--- src/rtl/lcdcap_pkg.sv ---
package lcdcap_pkg;

  // strobes from control to datapath
  typedef struct packed {
    logic loadPos;  // frame-sync edge seen: reload position counters
    logic wrStb;    // store current pixel this clock
  } capCtl_t;

  typedef enum logic [1:0] {
    ST_IDLE  = 2'd0,
    ST_ARMED = 2'd1,
    ST_CAP   = 2'd2,
    ST_DONE  = 2'd3
  } capState_t;

endpackage

--- src/rtl/lcdcap_ctrl.sv ---
module lcdcap_ctrl
  import lcdcap_pkg::*;
#(
  parameter int SYNC_STAGES = 2,
  parameter bit VS_RISE     = 1'b1
) (
  input  logic    clk,
  input  logic    rstN,
  input  logic    vsyncIn,
  input  logic    armTrig,
  output capCtl_t ctl,
  output logic    done
);

  localparam int PIPE_W = SYNC_STAGES + 1;

  logic [PIPE_W-1:0] vsPipe;
  logic              vsEdge;
  capState_t         state;
  capState_t         stateNext;
  logic              doneReg;

  // synchroniser plus one history flop for edge detection
  always_ff @(posedge clk or negedge rstN) begin
    if (!rstN) vsPipe <= '0;
    else       vsPipe <= {vsPipe[PIPE_W-2:0], vsyncIn};
  end

  generate
    if (VS_RISE) begin : g_rise
      assign vsEdge = vsPipe[PIPE_W-2] & ~vsPipe[PIPE_W-1];
    end else begin : g_fall
      assign vsEdge = ~vsPipe[PIPE_W-2] & vsPipe[PIPE_W-1];
    end
  endgenerate

  always_comb begin
    stateNext = state;
    case (state)
      ST_IDLE:  if (armTrig) stateNext = ST_ARMED;
      ST_ARMED: if (vsEdge)  stateNext = ST_CAP;
      ST_CAP:   if (vsEdge)  stateNext = ST_DONE;
      ST_DONE:  if (armTrig) stateNext = ST_ARMED;
      default:  stateNext = ST_IDLE;
    endcase
  end

  always_ff @(posedge clk or negedge rstN) begin
    if (!rstN) begin
      state   <= ST_IDLE;
      doneReg <= 1'b0;
    end else begin
      state   <= stateNext;
      doneReg <= (state == ST_DONE);
    end
  end

  assign ctl.loadPos = vsEdge;
  assign ctl.wrStb   = (state == ST_CAP);
  assign done        = doneReg;

endmodule

--- src/rtl/lcdcap_dpath.sv ---
module lcdcap_dpath
  import lcdcap_pkg::*;
#(
  parameter int PIX_W  = 18,
  parameter int WORD_W = 32,
  parameter int H_W    = 9,
  parameter int V_W    = 8,
  parameter int H_LEN  = 263
) (
  input  logic               clk,
  input  logic               rstN,
  input  capCtl_t            ctl,
  input  logic [PIX_W-1:0]   rgbIn,
  input  logic [H_W-1:0]     hOffset,
  output logic [V_W+H_W-1:0] sramAddr,
  output logic [WORD_W-1:0]  sramData,
  output logic               sramWe
);

  localparam logic [H_W-1:0] H_LAST = H_W'(H_LEN - 1);
  localparam int             PAD_W  = WORD_W - PIX_W;

  logic [H_W-1:0] hCnt;
  logic [V_W-1:0] vCnt;

  // position counters; the line count steps when the horizontal wraps
  always_ff @(posedge clk or negedge rstN) begin
    if (!rstN) begin
      hCnt <= '0;
      vCnt <= '0;
    end else if (ctl.loadPos) begin
      hCnt <= hOffset;
      vCnt <= '0;
    end else if (hCnt == H_LAST) begin
      hCnt <= '0;
      vCnt <= vCnt + 1'b1;
    end else begin
      hCnt <= hCnt + 1'b1;
    end
  end

  // output registers; address and data only move on a write
  always_ff @(posedge clk or negedge rstN) begin
    if (!rstN) begin
      sramAddr <= '0;
      sramData <= '0;
      sramWe   <= 1'b0;
    end else begin
      sramWe <= ctl.wrStb;
      if (ctl.wrStb) begin
        sramAddr <= {vCnt, hCnt};
        sramData <= {{PAD_W{1'b0}}, rgbIn};
      end
    end
  end

endmodule

--- src/rtl/lcd_capture.sv ---
module lcd_capture
  import lcdcap_pkg::*;
#(
  parameter int PIX_W       = 18,
  parameter int WORD_W      = 32,
  parameter int H_W         = 9,
  parameter int V_W         = 8,
  parameter int H_LEN       = 263,
  parameter int SYNC_STAGES = 2,
  parameter bit VS_RISE     = 1'b1,
  parameter bit SAMPLE_FALL = 1'b0
) (
  input  logic               pixClk,
  input  logic               rstN,
  input  logic               vsyncIn,
  input  logic [PIX_W-1:0]   rgbIn,
  input  logic               armTrig,
  input  logic [H_W-1:0]     hOffset,
  output logic [V_W+H_W-1:0] sramAddr,
  output logic [WORD_W-1:0]  sramData,
  output logic               sramWe,
  output logic               done
);

  logic    sampClk;
  capCtl_t ctl;

  generate
    if (SAMPLE_FALL) begin : g_fallclk
      assign sampClk = ~pixClk;
    end else begin : g_riseclk
      assign sampClk = pixClk;
    end
  endgenerate

  lcdcap_ctrl #(
    .SYNC_STAGES(SYNC_STAGES),
    .VS_RISE    (VS_RISE)
  ) u_ctrl (
    .clk    (sampClk),
    .rstN   (rstN),
    .vsyncIn(vsyncIn),
    .armTrig(armTrig),
    .ctl    (ctl),
    .done   (done)
  );

  lcdcap_dpath #(
    .PIX_W (PIX_W),
    .WORD_W(WORD_W),
    .H_W   (H_W),
    .V_W   (V_W),
    .H_LEN (H_LEN)
  ) u_dpath (
    .clk     (sampClk),
    .rstN    (rstN),
    .ctl     (ctl),
    .rgbIn   (rgbIn),
    .hOffset (hOffset),
    .sramAddr(sramAddr),
    .sramData(sramData),
    .sramWe  (sramWe)
  );

endmodule

--- config.mk ---
export PLATFORM = sky130hd
export DESIGN_NAME = lcd_capture
export DESIGN_NICKNAME = d
export VERILOG_FILES = /design/src/rtl/lcdcap_pkg.sv /design/src/rtl/lcdcap_ctrl.sv /design/src/rtl/lcdcap_dpath.sv /design/src/rtl/lcd_capture.sv
export SDC_FILE = /design/constraint.sdc
export NUM_CORES = 1
export LEC_CHECK = 0
export ABC_AREA = 1
export BUFFER_PORTS_ARGS = -buffer_cell sky130_fd_sc_hd__buf_2
export CAP_MARGIN = 0
export CELL_PAD_IN_SITES_DETAIL_PLACEMENT = 0
export CELL_PAD_IN_SITES_GLOBAL_PLACEMENT = 1
export CORE_AREA = 2 2 86 88
export DETAILED_ROUTE_END_ITERATION = 8
export DIE_AREA = 0 0 88 90
export HOLD_SLACK_MARGIN = 0.15
export PLACE_DENSITY = 0.84
export RECOVER_POWER = 25
export SYNTH_ARGS = -nofsm -noshare
export SYNTH_HDL_FRONTEND = slang
export SYNTH_SLANG_ARGS = --single-unit
export TNS_END_PERCENT = 50
--- constraint.sdc ---
create_clock -name pixClk -period 2.5 [get_ports pixClk]
set_input_delay 0.5 -clock pixClk [delete_from_list [all_inputs] [get_ports pixClk]]
set_output_delay 0.5 -clock pixClk [all_outputs]
set_load 0.005 [all_outputs]
==> impl_results.md <==
* Ports at between 80 and 90
* Avg Inst Size Synth at about 8.6 µm²
* CTS tree: built
* Tightest Pin Transition at around 1300 ps
* Vias in the first global route at approximately 2000
* # hold bufs at CTS at 1
* Postcts setup bufs at 0
* Die Span Y at 90 µm
* Largest net degree at the start of global routing at 46
* H-tree level count at 3
* Max Fclk at 545.1 MHz
* RSZ-0062 raised after global routing: no
* Max-cap viol count at 0
* Root buffer cell: clkbuf_8
* CTS clk-pin slew, worst paths at 60 ps
* Die W at between 80 and 90 µm
* Filler cell count in the final layout at a little over 700
* VDD IR-drop max at 0.5176 mV
* Dpl cells at 474
* Slew Limit Fails at 0
* Nets@finish at 425
* Layout Cells excl Fill at 491
* I/O Buffers at 67
* Remaining Overflow, GRT at 0
* Synthesized area at roughly 2700 µm²
* Count of final setup violators at 0
* HPWL after DPL at 4.044 mm
* Synth warnings at 0
* Num rows at 31
* Worst relative slew slack at 0.1646
* Distinct cells, synth at 26
* CP Max Fanout at 26
* HP Class: in -> reg
* Final WL at between 5 and 6 mm
* #FFs+latches synth at 59
* First-pass GRT wire length at around 9.6 mm
* CTS resizes at 0
* Share of post-route cells with drive strength above 1 at 0.2449
* Setup Total Neg Slack at 0 ps
* Die area at 7920 µm²
* Total CTS buffers at 9
* Fin crit share at 0.7338
* Crit Path Category: reg -> reg
* Total chip power at around 3.3 mW
* Antenna viol nets, final at 0
* CP Capture Type: flip-flop
* Sequential fraction of the synthesis area at 0.5435
* LEAKAGE at 1.851 nW
* Worst-Skew Late Latency at 330 ps
* DRC Markers at 0
* Count of final hold-check violations at 0
* R2R Setup Slk at 670 ps
* Pre-antenna DRT Iters at 4
* Core ar. at between 7000 and 8000 µm²
* Synth-to-Final Area Change at 21.79%
* Starting DRT DRC Count at 82
* Via Count at ~2100
* Via-to-Cell Ratio at 4.293
* Synth Instances at 315
* Clock period minus worst slack at approximately 1800 ps
* Critical Path AT at around 2100 ps
* WL per Instance at 11.23 µm
* Crit path launch type: flip-flop
* Layout Skew at 5.381 ps
* Power Density at just under 1000 nW/µm²
* Clock Path Buffers at 2
* Outcome: completed
* Initial Utilization at 0.3869
* Data required, critical path at between 2000 and 3000 ps
* GRT Total Usage at 0.1554
* CTS Sinks at 59
* GP Congestion at 0.7462
* ANT cells at 0
* Antenna violations before repair at 0
==> per-stage QoR <==
step	utilization	setup WS (ps)	instance area (µm²)	hold WS, ps
final	0.4712	665.5	3308	273.1
after global routing	0.4712	391.9	3308	266.3
after CTS	0.4719	912.5	3313	257.3
after detailed placement	0.4429	931.9	3109	356.9
after global placement	0.4429	979.5	3109	334.0
after floorplan	-	1183	2765	204.4
==> registers in the layout, indices dropped and copies added (netlist names) <==
name / count
u_ctrl.vsPipe: 3
u_dpath.sramData: 18
u_ctrl.done: 1
u_dpath.sramWe: 1
u_dpath.vCnt: 8
u_dpath.hCnt: 9
u_ctrl.state: 2
u_dpath.sramAddr: 17
==> cell usage in the layout (no fill, tap or decap), drive strengths merged, types with 2 or more instances in the layout <==
cell type	count
nand2	140
buf	68
dfrtp	59
o21ai	23
inv	21
nand3	15
conb	14
nor2	14
clkbuf	13
ha	7
nand4	6
clkinv	4
xor2	2
==> synth_stat cells <==
master | instances | area share
buf_4 | 15 | 0.041
inv_1 | 20 | 0.028
o21bai_1 | 1 | 0.0028
conb_1 | 1 | 0.0014
clkbuf_1 | 2 | 0.0028
nand2_4 | 1 | 0.0041
inv_2 | 1 | 0.0014
nor2_8 | 2 | 0.015
clkinv_1 | 1 | 0.0014
ha_1 | 7 | 0.032
nand4_1 | 6 | 0.014
nand3_2 | 1 | 0.0037
nor2_4 | 1 | 0.0041
xor2_1 | 2 | 0.0064
nor2_2 | 1 | 0.0023
xnor2_1 | 1 | 0.0032
buf_2 | 6 | 0.011
o21ai_0 | 19 | 0.035
o21ai_1 | 2 | 0.0037
o21ai_2 | 2 | 0.0064
nand2_1 | 136 | 0.19
dfrtp_1 | 59 | 0.54
nand3_1 | 14 | 0.026
nand2_2 | 3 | 0.0069
or2_2 | 1 | 0.0023
nor2_1 | 10 | 0.014
==> routing by layer <==
| metal | share of wire | GRT usage | vias to the layer above |
|---|---|---|---|
| li1 | - | - | 1090 |
| met1 | 0.45 | 0.2039 | 959 |
| met2 | 0.48 | 0.2393 | 47 |
| met3 | 0.037 | 0.03122 | 12 |
| met4 | 0.027 | 0.08205 | 0 |
| met5 | 0 | 0 | - |
==> layout make-up <==
type / count / area [µm²] / area share
Clock buffer: 11 / 141.4 / 0.04274
Tap cell: 99 / 123.9 / 0.03744
Clock inverter: 5 / 52.55 / 0.01589
Sequential cell: 59 / 1476 / 0.4463
Inverter: 22 / 82.58 / 0.02496
Timing Repair Buffer: 71 / 375.4 / 0.1135
Multi-Input combinational cell: 224 / 1056 / 0.3192
==> report_power, final <==
part	leakage, nW	switching, mW	internal [mW]
combinational	1.00	0.602	0.387
clock	0.0991	0.358	0.482
sequential	0.752	0.181	1.25
==> cells by family after synthesis <==
logic type,synth area share
compound gates,0.04791
xor+xnor,0.009675
fa+ha+maj,0.03224
buf+inv,0.08567
flops,0.5435
other cells,0.001381
simple gates,0.2796
==> critical path, cell delays in order (launching register included) <==
cell	delay (ps)
dfrtp_1	430
inv_1	80
ha_1	190
clkbuf_1	820
nand2_1	120
nand2_1	120
==> final timing paths <==
kind / from / end / cells past startpoint
max: u_ctrl.state[0]$_DFFE_PN0P_ / u_dpath.sramData[13]$_DFFE_PN0N_ / 5
min: vsyncIn / u_ctrl.vsPipe[0]$_DFF_PN0_ / 1
max reg2reg: u_ctrl.state[0]$_DFFE_PN0P_ / u_dpath.sramData[13]$_DFFE_PN0N_ / 5
min reg2reg: u_ctrl.vsPipe[0]$_DFF_PN0_ / u_ctrl.vsPipe[1]$_DFF_PN0_ / 0
max in group asynchronous: rstN / u_dpath.sramAddr[5]$_DFFE_PN0N_ / 3
min in group asynchronous: rstN / u_dpath.sramData[4]$_DFFE_PN0N_ / 2
No activity file was read; power rests on OpenSTA's default activity.
